## config.mk

```make
export PLATFORM = sky130hd
export DESIGN_NAME = updn_strobe_counter
export DESIGN_NICKNAME = d
export VERILOG_FILES = /design/src/rtl/updn_pkg.sv /design/src/rtl/updn_strobe_edge.sv /design/src/rtl/updn_count_core.sv /design/src/rtl/updn_flags.sv /design/src/rtl/updn_strobe_counter.sv
export SDC_FILE = /design/constraint.sdc
export NUM_CORES = 1
export LEC_CHECK = 0
export BUFFER_PORTS_ARGS = -buffer_cell sky130_fd_sc_hd__buf_4
export CORE_AREA = 2 2 39 41
export CTS_CLUSTER_DIAMETER = 120
export DETAILED_ROUTE_END_ITERATION = 10
export DIE_AREA = 0 0 41 43
export PLACE_DENSITY = 0.65
export RECOVER_POWER = 50
export SYNTH_ARGS = -nofsm -noshare
export SYNTH_HDL_FRONTEND = slang
export SYNTH_SLANG_ARGS = --single-unit
```

## constraint.sdc

```tcl
create_clock -name clk -period 5.05 [get_ports clk]
set_clock_uncertainty 0.15 [all_clocks]
set_input_delay 1.01 -clock clk [delete_from_list [all_inputs] [get_ports clk]]
set_output_delay 1.01 -clock clk [all_outputs]
set_load 0.01 [all_outputs]
```

## src/rtl/updn_pkg.sv

```systemverilog
package updn_pkg;

  typedef enum logic [1:0] {
    STEP_HOLD = 2'd0,
    STEP_UP   = 2'd1,
    STEP_DOWN = 2'd2
  } step_e;

  // Qualified edges: each direction needs the opposite strobe idle high.
  function automatic step_e decode_step(input logic up_rise, input logic up_lvl,
                                        input logic dn_rise, input logic dn_lvl);
    logic go_up;
    logic go_dn;
    go_up = up_rise & dn_lvl;
    go_dn = dn_rise & up_lvl;
    if (go_up && !go_dn)      return STEP_UP;
    else if (go_dn && !go_up) return STEP_DOWN;
    else                      return STEP_HOLD;
  endfunction

endpackage

```

## src/rtl/updn_strobe_edge.sv

```systemverilog
module updn_strobe_edge #(
  parameter int STAGES = 2
) (
  input  logic clk,
  input  logic rst,
  input  logic stb,
  output logic lvl,
  output logic rise
);
  // STAGES synchroniser flops plus one history flop for edge detection.
  logic [STAGES:0] chain;

  always_ff @(posedge clk) begin
    if (rst) chain <= '1;
    else     chain <= {chain[STAGES-1:0], stb};
  end

  assign lvl  = chain[STAGES-1];
  assign rise = chain[STAGES-1] & ~chain[STAGES];

  // a detected edge lasts exactly one clock
  rise_single_chk: assert property (@(posedge clk) disable iff (rst)
    rise |=> !rise);

endmodule

```

## src/rtl/updn_count_core.sv

```systemverilog
module updn_count_core
  import updn_pkg::*;
#(
  parameter int WIDTH = 4
) (
  input  logic             clk,
  input  logic             rst,
  input  logic             clr,
  input  logic             load_n,
  input  logic [WIDTH-1:0] d,
  input  logic             up_rise,
  input  logic             up_lvl,
  input  logic             dn_rise,
  input  logic             dn_lvl,
  output logic [WIDTH-1:0] cnt
);
  localparam logic [WIDTH-1:0] ONE = WIDTH'(1);

  step_e step;
  assign step = decode_step(up_rise, up_lvl, dn_rise, dn_lvl);

  always_ff @(posedge clk) begin
    if (rst)          cnt <= '0;
    else if (clr)     cnt <= '0;
    else if (!load_n) cnt <= d;
    else begin
      case (step)
        STEP_UP:   cnt <= cnt + ONE;
        STEP_DOWN: cnt <= cnt - ONE;
        default:   cnt <= cnt;
      endcase
    end
  end

  // without clear or load the stored count moves by at most one
  step_size_chk: assert property (@(posedge clk) disable iff (rst)
    (load_n && !clr) |=> (cnt == $past(cnt) || cnt == $past(cnt) + ONE ||
                          cnt == $past(cnt) - ONE));

  // an up edge without the down strobe high never increments
  gated_up_chk: assert property (@(posedge clk) disable iff (rst)
    (load_n && !clr && up_rise && !dn_lvl && !dn_rise) |=> (cnt == $past(cnt)));

endmodule

```

## src/rtl/updn_flags.sv

```systemverilog
module updn_flags #(
  parameter int WIDTH = 4
) (
  input  logic [WIDTH-1:0] q,
  input  logic             up_lvl,
  input  logic             dn_lvl,
  output logic             co_n,
  output logic             bo_n
);
  localparam logic [WIDTH-1:0] TOP = '1;

  assign co_n = !((q == TOP) && !up_lvl);
  assign bo_n = !((q == '0) && !dn_lvl);

endmodule

```

## src/rtl/updn_strobe_counter.sv

```systemverilog
module updn_strobe_counter #(
  parameter int WIDTH       = 4,
  parameter int SYNC_STAGES = 2
) (
  input  logic             clk,
  input  logic             rst,
  input  logic             up_stb,
  input  logic             dn_stb,
  input  logic             clr,
  input  logic             load_n,
  input  logic [WIDTH-1:0] d,
  output logic [WIDTH-1:0] q,
  output logic             co_n,
  output logic             bo_n
);
  logic up_lvl, up_rise, dn_lvl, dn_rise;
  logic [WIDTH-1:0] cnt;

  updn_strobe_edge #(.STAGES(SYNC_STAGES)) u_up (
    .clk(clk), .rst(rst), .stb(up_stb), .lvl(up_lvl), .rise(up_rise));

  updn_strobe_edge #(.STAGES(SYNC_STAGES)) u_dn (
    .clk(clk), .rst(rst), .stb(dn_stb), .lvl(dn_lvl), .rise(dn_rise));

  updn_count_core #(.WIDTH(WIDTH)) u_core (
    .clk(clk), .rst(rst), .clr(clr), .load_n(load_n), .d(d),
    .up_rise(up_rise), .up_lvl(up_lvl), .dn_rise(dn_rise), .dn_lvl(dn_lvl),
    .cnt(cnt));

  // Immediate view: clear beats load, load beats the stored count.
  always_comb begin
    if (clr)          q = '0;
    else if (!load_n) q = d;
    else              q = cnt;
  end

  updn_flags #(.WIDTH(WIDTH)) u_flags (
    .q(q), .up_lvl(up_lvl), .dn_lvl(dn_lvl), .co_n(co_n), .bo_n(bo_n));

  // a clear leaves zero behind once it has been taken
  clear_sticks_chk: assert property (@(posedge clk) disable iff (rst)
    clr |=> (!load_n || clr || q == '0));

  // a load leaves its data behind once released
  load_sticks_chk: assert property (@(posedge clk) disable iff (rst)
    (!load_n && !clr) |=> (!load_n || clr || q == $past(d) ||
                           q == $past(d) + WIDTH'(1) || q == $past(d) - WIDTH'(1)));

endmodule

```

# After elaboration in Yosys (flattened, before gate mapping)
# Index checks and enable logic that the tools add are counted.
[op_classes]
addsub = 2
eq_ne = 4
n_mux = 6
bitwise_logic = 6
n_reduce_logical = 12
[ops]
columns = ["cell", "count"]
rows = [
  ["$mux W4", 3],
  ["$pmux W4 S2", 1],
  ["$logic_not A1 Y1", 6],
  ["$add A4 B1 Y4 const B", 1],
  ["$and A1 B1 Y1", 4],
  ["$eq A4 B4 Y1 const B", 1],
  ["$logic_and A1 B1 Y1", 4],
  ["$logic_not A4 Y1", 1],
  ["$mux W2", 2],
  ["$sub A4 B1 Y4 const B", 1],
  ["$ne A3 B1 Y1 const B", 1],
  ["$eq A2 B1 Y1 const B", 1],
  ["$eq A2 B2 Y1 const B", 1],
  ["$not A1 Y1", 2],
  ["$reduce_or A2 Y1", 1],
]
[word_totals]
reg_bits = 10
in_bits = 10
output_inout_bits = 6
elab_cells = 33

# Logic depth before layout (Yosys ltp)
# Gate-level depths: netlist of the first run.
[depth]
word_depth = 10
ltp_mapped = 8

# Modules after synthesis
# From an unflattened synthesis of the first run, not the netlist that was laid out.
[unflattened]
hier_cells = 64
hier_area_um2 = 553.0
[modules_own_cells]
columns = ["mod", "instances", "cells_each", "area_each_um2", "seq_area_each_um2"]
rows = [
  ["updn_count_core", 1, 36, 297.8, 80.1],
  ["updn_strobe_edge", 2, 7, 85.1, 60.1],
  ["updn_strobe_counter", 1, 9, 60.1, 0.0],
  ["updn_flags", 1, 5, 25.0, 0.0],
]

# Worst setup path after synthesis of the first run
# OpenSTA, ideal clock, no wires.
[synth_timing]
path_kind = "in2out"
startpoint = "input port load_n"
endpoint = "output port bo_n"
arrival_ns = 1.820
required_time_ns = 3.890
setup_slack_ns = 2.070
cell_stages = 5
n_path_buf = 1
cell_sequence = "clkbuf_1 nand2_1 a21oi_1 nor3_1 nand2_1"
[synth_between]
elab_chain_cells = 5
[synth_lines]
columns = ["item", "line", "source"]
rows = [
  ["from (decl)", "updn_strobe_counter.sv:10", "input logic load_n,"],
  ["$mux W4", "updn_strobe_counter.sv:33", "else if (!load_n) q = d;"],
  ["$mux W4", "updn_strobe_counter.sv:32", "if (clr) q = '0;"],
  ["via q[3]", "updn_strobe_counter.sv:12", "output logic [WIDTH-1:0] q,"],
  ["$logic_not A4 Y1", "updn_flags.sv:13", "assign bo_n = !((q == '0) && !dn_lvl);"],
  ["$logic_and A1 B1 Y1", "updn_flags.sv:13", ""],
  ["$logic_not A1 Y1", "updn_flags.sv:13", ""],
  ["to (decl)", "updn_strobe_counter.sv:14", "output logic bo_n"],
]
# The timed path passes the listed nets, and every way through them passes these cells.

# Worst setup path after layout of the first run
[layout_timing]
startpoint = "input port load_n"
endpoint = "output port bo_n"
[layout_between]
elab_chain_cells = 5
[layout_lines]
columns = ["item", "line"]
rows = [
  ["$mux W4", "updn_strobe_counter.sv:33"],
  ["$mux W4", "updn_strobe_counter.sv:32"],
  ["$logic_not A4 Y1", "updn_flags.sv:13"],
  ["$logic_and A1 B1 Y1", "updn_flags.sv:13"],
  ["$logic_not A1 Y1", "updn_flags.sv:13"],
]
# Every way passes these cells.

==> results.sh, run 1 <==
export IMPL_status="finished, final reports clean"
export IMPL_grt_pass1_wl_um=1700
export IMPL_startpoint_type="primary input"
export IMPL_p_total_uw=183
export IMPL_peakVddDrop_mv=0.161
export IMPL_cts_root_buffer="clkbuf_4"
export IMPL_fin_setup_tns_ns=0
export IMPL_cp_max_fo=13
export IMPL_grt_pass1_vias=402
export IMPL_grt_usage_pct=14.8
export IMPL_crit_slowest_cell="mux2i_1"
export IMPL_crit_required_ns=3.89
export IMPL_yosys_area_top_type="dfxtp_1"
export IMPL_place_congestion=0.870
export IMPL_criticalPathCategory="in2out"
export IMPL_vias_per_cell=4.89
export IMPL_area_growth_pct=30.9
export IMPL_crit_cells=6
export IMPL_timing_rr_end="u_core.cnt[2]"
export IMPL_synthDistinctLibCells=21
export IMPL_wl_um=1040
export IMPL_drt_pass1_iterations=3
export IMPL_slew_headroom_pct=83.9
export IMPL_finalSetupViolations=0
export IMPL_num_fill_cells=137
export IMPL_antennaDiodeCount=0
export IMPL_synth_top_area_share_pct=38.3
export IMPL_die_area_um2=1760
export IMPL_wl_per_cell_um=11.0
export IMPL_worstHoldPathType="reg2reg"
export IMPL_drt_iter0_drc=10
export IMPL_rows=14
export IMPL_synth_area_leaders="dfxtp_1 (38%), mux2i_1 (7.7%), or2_2 (7.2%), xnor2_1 (6.7%), a21oi_1 (4.8%)"
export IMPL_hold_path_startpoint="u_up.chain[0]"
export IMPL_cap_viol_max_count=0
export IMPL_dp_hpwl_um=781
export IMPL_avgSynthCellArea_um2=8.72
export IMPL_die_h_um=43
export IMPL_hold_buffers=0
export IMPL_clk_pin_slew_worst_paths_ns=0.06
export IMPL_antenna_found_initial=0
export IMPL_antenna_left=0
export IMPL_drc=0
export IMPL_ff2ff_setup_slack_ns=2.87
export IMPL_grt_max_degree=14
export IMPL_drv_slew=0
export IMPL_mostFrequentLayoutCells="buf_4 (14), dfxtp_1 (10), nor2_1 (6), or2_2 (6)"
export IMPL_p_leak_nw=0.281
export IMPL_crit_end="bo_n"
export IMPL_core_area_um2=1380
export IMPL_layout_setup_ws_ns=2.04
export IMPL_fmax_mhz=333
export IMPL_min_period_over_period_pct=59.6
export IMPL_crit_path_frequent_cell="buf_4"
export IMPL_portBuffers=15
export IMPL_ys_ff_latch=10
export IMPL_path_cells="buf_4, mux2i_1, nor2_1, nor3_1, nand2_1, buf_4"
export IMPL_clkLatencyLatePin_ns=0.26
export IMPL_clockBufferDepth=2
export IMPL_die_w_um=41
export IMPL_cp_top_family="simple AND/OR/NAND/NOR gates"
export IMPL_end_kind="primary output"
export IMPL_drive_gt1_share_pct=33.3
export IMPL_start_util_pct=37.8
export IMPL_worst_pin_slew_ns=0.240
export IMPL_cts_buffers=3
export IMPL_powerDensity_nw_per_um2=268
export IMPL_dp_cells=90
export IMPL_finalNetCount=90
export IMPL_synth_cells=60
export IMPL_cts_repair_resized=0
export IMPL_cts_sinks=10
export IMPL_cp_slowest_stage_delay_ns=0.20
export IMPL_vias=460
export IMPL_cts_max_level=1
export IMPL_stdcell_count=94
export IMPL_r2r_start="u_up.chain[1]"
export IMPL_grt_ovfl_total=0
export IMPL_reg2reg_depth=8
export IMPL_critPathBufInv=2
export IMPL_period_needed_ns=3.01
export IMPL_final_common_cell="buf_4"
export IMPL_post_cts_repair_setup_buffers=0
export IMPL_cts_tree="yes"
export IMPL_cp_arrival_ns=1.85
export IMPL_pre_cts_ws_ns=2.04
export IMPL_pin_count=16
export IMPL_rsz0062_at_grt="false"
export IMPL_synth_area_um2=523
export IMPL_finalHoldViolations=0
export IMPL_syn_num_nets=71
export IMPL_yosysSeqAreaShare_pct=38.3
export IMPL_setup_worst_path_start="load_n"
export IMPL_yosys_warnings=0
[logic make-up after synthesis]
logic type | share of synthesized area, %
flip-flops | 38.3
adder cells (fa/ha/maj) | 2.39
AO/OA/AOI/OAI | 12.7
XOR/XNOR | 8.37
buffers and inverters | 0.717
AND/OR/NAND/NOR | 29.9
multiplexers | 7.66
[layout make-up]
class	instances	area (um^2)	share of cell area (%)
clock buffers	4	36.3	5.30
multi-input cells	49	319	46.6
repair buffers	15	109	15.9
well taps	16	20.0	2.93
flip-flops and latches	10	200	29.3
[synthesized netlist by cell type, drive strengths merged]
cell type,count
nor3b,1
nand2b,1
nand4bb,1
nand4,1
clkbuf,1
dfxtp,10
or3b,1
xor2,1
o22ai,2
or4b,1
nor2,6
nand3b,3
ha,1
a21oi,6
o21ai,4
nor3,1
or2,6
mux2i,4
nand2,5
xnor2,4
[report_power, final]
part | internal, mW | switching [mW] | total, mW
sequential | 0.0823 | 0.00334 | 0.0856
clock | 0.0438 | 0.0276 | 0.0714
combinational | 0.0145 | 0.0117 | 0.0263
[flip-flops by register name, summed over array words and instances, names as in the netlist]
signal and cells:
u_core.cnt 4, u_up.chain 3, u_dn.chain 3
[routing by layer]
layer,part of all wire (%),vias up,GRT usage [%],wire (um)
met5,0,-,0,0
met4,0.77,0,6.00,8
met3,4.0,2,7.85,41
met2,47,7,18.4,483
met1,49,201,20.7,503
li1,-,250,-,-
[metrics by stage]
step | hold slack [ns] | instance area, um^2 | util (%)
after floorplan | 0.239 | 523 | -
after CTS | 0.265 | 688 | 49.7
after global placement | 0.241 | 652 | 47.1
final | 0.261 | 684 | 49.5
after global routing | 0.283 | 684 | 49.5
after detailed placement | 0.249 | 652 | 47.1
[worst min-delay path by stage]
stage	endpoint	depth (start not counted)	slack [ns]
6_report	u_up.chain[1]	1	0.26
3_5_place_dp	u_up.chain[1]	1	0.25
3_3_place_gp	u_up.chain[1]	1	0.24
2_1_floorplan	u_dn.chain[1]	1	0.24
4_1_cts	u_up.chain[1]	1	0.27
5_1_grt	u_up.chain[1]	1	0.28
No activity file was read; power rests on OpenSTA's default activity.
==> run 2, diff against run 1 <==
- PLACE_DENSITY: 0.65 -> 0.67
- clock period: 5.05 -> 2.6 ns (I/O delays scaled with it)
==> run 2 against run 1 <==
  * Total power is 96% higher
  * Setup slack worse by 1.6 ns
  * Sequential cell count stayed put
  * Combinational power is 94% higher
  * Wire length is 0.87% lower
==> results.sh, run 2 (same netlist as run 1, synthesis figures left out) <==
export IMPL_p_leak_nw=0.281
export IMPL_cts_tree="yes"
export IMPL_place_congestion=0.781
export IMPL_wl_met2_um=519
export IMPL_peakVddDrop_mv=0.229
export IMPL_cts_sinks=10
export IMPL_num_fill_cells=139
export IMPL_worstHoldPathType="reg2reg"
export IMPL_largest_reg_flops=4
export IMPL_cp_arrival_ns=2.19
export IMPL_hold_ws_ns=0.258
export IMPL_rsz0062_at_grt="false"
export IMPL_start_util_pct=37.8
export IMPL_vias_per_cell=5.06
export IMPL_fin_setup_tns_ns=0
export IMPL_crit_required_ns=2.61
export IMPL_criticalPathCategory="reg2reg"
export IMPL_area_growth_pct=30.9
export IMPL_drc=0
export IMPL_end_kind="flip-flop"
export IMPL_post_cts_repair_setup_buffers=0
export IMPL_grt_usage_pct=15.1
export IMPL_mostFrequentLayoutCells="buf_4 (14), dfxtp_1 (10), nor2_1 (6), or2_2 (6)"
export IMPL_pin_count=16
export IMPL_clkLatencyLatePin_ns=0.26
export IMPL_wl_um=1030
export IMPL_worst_pin_slew_ns=0.244
export IMPL_dp_hpwl_um=822
export IMPL_ff_latch_area_um2=200
export IMPL_startpoint_type="flip-flop"
export IMPL_antenna_left=0
export IMPL_drt_pass1_iterations=4
export IMPL_hold_buffers=0
export IMPL_grt_pass1_wl_um=1840
export IMPL_top_register="u_core.cnt"
export IMPL_grt_pass1_vias=456
export IMPL_dp_cells=90
export IMPL_cap_viol_max_count=0
export IMPL_die_h_um=43
export IMPL_antenna_found_initial=0
export IMPL_clk_pin_slew_worst_paths_ns=0.08
export IMPL_clockBufferDepth=2
export IMPL_drive_gt1_share_pct=33.3
export IMPL_wl_per_cell_um=10.9
export IMPL_dr_wl_met3_um=26
export IMPL_cts_max_level=1
export IMPL_die_w_um=41
export IMPL_cts_root_buffer="clkbuf_4"
export IMPL_vias=476
export IMPL_grt_ovfl_total=0
export IMPL_status="finished, final reports clean"
export IMPL_antennaDiodeCount=0
export IMPL_m1WireLength_um=481
export IMPL_finalHoldViolations=0
export IMPL_finalNetCount=90
export IMPL_grt_max_degree=14
export IMPL_cp_max_fo=5
export IMPL_cts_buffers=3
export IMPL_die_area_um2=1760
export IMPL_maxUsedRoutingLayer="met3"
export IMPL_core_area_um2=1380
export IMPL_fmax_mhz=459
export IMPL_multi_input_area_um2=319
export IMPL_powerDensity_nw_per_um2=525
export IMPL_period_needed_ns=2.18
export IMPL_drv_slew=0
export IMPL_stdcell_count=94
export IMPL_top_regs="u_core.cnt (4), u_dn.chain (3), u_up.chain (3)"
export IMPL_min_period_over_period_pct=83.7
export IMPL_cts_repair_resized=0
export IMPL_portBuffers=15
export IMPL_drt_iter0_drc=10
export IMPL_rows=14
export IMPL_final_common_cell="buf_4"
export IMPL_slew_headroom_pct=83.7
export IMPL_finalSetupViolations=0
[run 2: cell counts in the layout (fill, tap and decap cells not counted)]
Identical to the previous run, type by type.
[run 2: per-stage QoR]
step	setup slack [ns]	util [%]	area, um^2	power [mW]
2_1_floorplan	0.554	-	523	0.197
3_3_place_gp	0.482	47.1	652	0.222
3_5_place_dp	0.415	47.1	652	0.222
4_1_cts	0.406	49.7	688	0.365
5_1_grt	0.239	49.5	684	0.378
6_report	0.423	49.5	684	0.359
[run 2: per-layer routing]
layer / global-route usage (%) / vias to the layer above
met5: 0 / -
met4: 4.00 / 0
met3: 4.71 / 0
met2: 22.8 / 6
met1: 20.3 / 221
li1: - / 249
[run 2: worst max-delay path, stage by stage (launching register included)]
cell	delay, ns
dfxtp_1	0.39
nand2_1	0.13
nor3b_1	0.24
xor2_1	0.10
ha_1	0.20
or4b_1	0.48
a21oi_2	0.17
xnor2_1	0.13
a21oi_1	0.08
[run 2: final timing paths]
| kind | startpoint | endpoint | slack, ns | cells past startpoint |
|---|---|---|---|---|
| worst min-delay path | u_dn.chain[0] | u_dn.chain[1] | 0.26 | 1 |
| worst min register to register | u_dn.chain[0] | u_dn.chain[1] | 0.26 | 1 |
| worst max-delay path | u_up.chain[1] | u_core.cnt[2] | 0.42 | 8 |
| worst max register to register | u_up.chain[1] | u_core.cnt[2] | 0.42 | 8 |
[run 2: power by group]
| group | internal [mW] | switching, mW | leakage [nW] |
|---|---|---|---|
| combinational | 0.0282 | 0.0229 | 0.178 |
| clock | 0.0849 | 0.0566 | 0.0210 |
| sequential | 0.160 | 0.00669 | 0.0824 |
| total | 0.273 | 0.0862 | 0.281 |
[run 2: final cells by class]
type	count	area share [%]
Clock buffer	4	5.30
Multi-Input combinational cell	49	46.6
Sequential cell	10	29.3
Tap cell	16	2.93
Timing Repair Buffer	15	15.9
==> run 3, diff against run 2 <==
- ABC_AREA: not set -> 1
- CORE_AREA: 2 2 39 41 -> not set
- CORE_UTILIZATION: not set -> 44
- DIE_AREA: 0 0 41 43 -> not set
- PLACE_DENSITY: 0.67 -> 0.72
- clock period: 2.6 -> 1.9 ns (I/O delays scaled with it)
==> run 3 against run 2 <==
  * Combinational power grew 83%
  * Core utilization grew 16 points
  * Setup slack got worse by 0.34 ns
  * Critical path depth fell by 2
  * Critical endpoint is now co_n
  * Largest cell class unchanged
==> results.sh, run 3 <==
export IMPL_cts_buffers=3
export IMPL_num_fill_cells=108
export IMPL_status="finished, final reports clean"
export IMPL_comb_power_share_pct=18.3
export IMPL_postSynth_asyncResetShare_pct=0
export IMPL_wl_um=1270
export IMPL_post_cts_repair_setup_buffers=0
export IMPL_drt_pass1_iterations=4
export IMPL_portBuffers=15
export IMPL_clkLatencyLatePin_ns=0.27
export IMPL_rows=12
export IMPL_grt_ovfl_total=0
export IMPL_synth_area_leaders="dfxtp_1 (33%), nand2_1 (11%), inv_1 (8.7%), nand3_1 (6.7%), o21ai_0 (4.2%)"
export IMPL_largest_reg_flops=4
export IMPL_setup_worst_path_start="u_core.cnt[0]"
export IMPL_crit_end="co_n"
export IMPL_pin_count=16
export IMPL_synth_cells=87
export IMPL_syn_num_nets=98
export IMPL_dp_hpwl_um=926
export IMPL_peakVddDrop_mv=0.386
export IMPL_yosys_area_top_type="dfxtp_1"
export IMPL_top_regs="u_core.cnt (4), u_dn.chain (3), u_up.chain (3)"
export IMPL_drive_gt1_share_pct=38.1
export IMPL_finalNetCount=117
export IMPL_start_util_pct=50.7
export IMPL_vias=586
export IMPL_yosys_warnings=0
export IMPL_place_congestion=0.786
export IMPL_p_sw_share_pct=26.2
export IMPL_timing_rr_end="u_core.cnt[2]"
export IMPL_synth_top_area_share_pct=33.3
export IMPL_ff2ff_setup_slack_ns=0.33
export IMPL_cap_viol_max_count=0
export IMPL_synth_most_common_cell="nand2_1"
export IMPL_mostFrequentLayoutCells="nand2_1 (18), inv_1 (14), buf_4 (13)"
export IMPL_drv_slew=0
export IMPL_die_w_um=39.0
export IMPL_worstHoldPathType="in2reg"
export IMPL_end_kind="primary output"
export IMPL_vias_per_cell=4.92
export IMPL_drc=0
export IMPL_cts_max_level=1
export IMPL_rsz0062_at_grt="true"
export IMPL_p_leak_nw=0.386
export IMPL_placed_area_um2=721
export IMPL_core_area_um2=1190
export IMPL_grt_max_degree=10
export IMPL_die_area_um2=1520
export IMPL_powerDensity_nw_per_um2=654
export IMPL_ys_ff_latch=10
export IMPL_power_switching_uw=134
export IMPL_min_period_over_period_pct=95.9
export IMPL_r2r_start="u_up.chain[2]"
export IMPL_startpoint_type="flip-flop"
export IMPL_cts_tree="yes"
export IMPL_cts_root_buffer="clkbuf_4"
export IMPL_crit_required_ns=1.37
export IMPL_antennaDiodeCount=0
export IMPL_yosysSeqAreaShare_pct=33.3
export IMPL_design_area_um2=781
export IMPL_clockBufferDepth=2
export IMPL_area_growth_pct=29.7
export IMPL_wl_per_cell_um=10.7
export IMPL_criticalPathCategory="reg2out"
export IMPL_crit_slowest_cell="dfxtp_4"
export IMPL_cp_max_fo=5
export IMPL_clk_pin_slew_worst_paths_ns=0.07
export IMPL_avgSynthCellArea_um2=6.92
export IMPL_hold_ws_ns=0.141
export IMPL_die_h_um=39.0
export IMPL_fin_setup_tns_ns=0
export IMPL_grt_usage_pct=21.3
export IMPL_hold_path_startpoint="dn_stb"
export IMPL_antenna_left=0
export IMPL_drt_iter0_drc=10
export IMPL_synth_area_um2=602
export IMPL_cp_arrival_ns=1.29
export IMPL_synthDistinctLibCells=22
export IMPL_synth_common_cells="nand2_1 (17), inv_1 (14), dfxtp_1 (10)"
export IMPL_seq_power_share_pct=44.3
export IMPL_final_common_cell="nand2_1"
export IMPL_antenna_found_initial=0
export IMPL_synth_edf_count=0
export IMPL_fmax_mhz=549
export IMPL_worst_pin_slew_ns=0.265
export IMPL_cts_sinks=10
export IMPL_finalHoldViolations=0
export IMPL_grt_pass1_wl_um=2150
export IMPL_synth_ff_type="dfxtp_1"
export IMPL_finalSetupViolations=0
export IMPL_crit_path_frequent_cell="nor3_2"
export IMPL_hold_buffers=0
export IMPL_top_register="u_core.cnt"
export IMPL_reg2reg_depth=11
export IMPL_slew_headroom_pct=82.3
export IMPL_clock_power_share_pct=37.4
export IMPL_grt_pass1_vias=534
export IMPL_p_int_uw=377
export IMPL_path_cells="nor2_2, nor3_2, inv_1, nor3_2, nand4_1, buf_4"
export IMPL_cp_slowest_stage_delay_ns=0.38
export IMPL_period_needed_ns=1.82
[run 3: cell count changes in the layout (fill, tap and decap cells not counted), sizes merged, moves of 2 or more]
cell and delta:
inv +17, nand2 +14, nand3 +10, mux2i -4, nand3b -3, xnor2 -3
a31oi +2, nor3 +2, o22ai -2, or2 -2
[run 3: timing repair]
item	CTS	global route
resized for setup	1	10
hold endpoints to repair	0	0
endpoints found under the setup margin	1	2
pin swaps	0	3
[run 3: power by group through the flow]
stage	clock [mW]	sequential [mW]	combinational, mW
2_1_floorplan	0	0.229	0.0568
3_3_place_gp	0	0.231	0.0876
3_5_place_dp	0	0.231	0.0886
4_1_cts	0.195	0.226	0.0889
5_1_grt	0.204	0.227	0.106
6_report	0.191	0.226	0.0934
[run 3: cell type report]
class,instances,area [um^2],share of cell area (%)
tap,14,17.5,2.24
sequential,10,205,26.3
timing repair buffer,15,116,14.9
clock buffer,4,36.3,4.65
multi-input combinational,59,342,43.8
inverter,17,63.8,8.17
[run 3: cell families after synthesis]
family | synth area share [%]
AND/OR/NAND/NOR | 37.0
flip-flops | 33.3
XOR/XNOR | 1.46
adder cells (fa/ha/maj) | 2.08
buffers and inverters | 12.5
AO/OA/AOI/OAI | 13.7
[run 3: stage by stage]
step	worst slack [ns]	cells	power [mW]	util [%]
after floorplan	0.188	87	0.286	-
after global placement	0.0875	115	0.318	60.8
after detailed placement	0.0704	115	0.319	60.8
after CTS	0.0157	119	0.511	63.9
after global routing	-0.0419	119	0.537	65.8
final	0.0786	119	0.511	65.8
[run 3: worst max-delay path: cells and delay by family, from the launching register on]
family | cells | cell delay (ns)
AND/OR/NAND/NOR | 4 | 0.40
flip-flops | 1 | 0.38
buffers and inverters | 2 | 0.25
[run 3: layer usage]
layer | global-route usage [%] | routed length (um) | vias up
met2 | 35.0 | 582 | 13
met5 | 0 | 0 | -
met4 | 10.3 | 18 | 0
met1 | 25.6 | 620 | 257
met3 | 5.20 | 46 | 4
li1 | - | - | 312
[run 3: worst min-delay path by stage]
stage | slack (ns) | endpoint | cells after the start
floorplan | 0.24 | u_dn.chain[1] | 1
global placement | 0.24 | u_dn.chain[1] | 1
global route | 0.14 | u_up.chain[0] | 2
detailed placement | 0.24 | u_up.chain[1] | 1
CTS | 0.14 | u_up.chain[0] | 2
finish | 0.14 | u_dn.chain[0] | 2
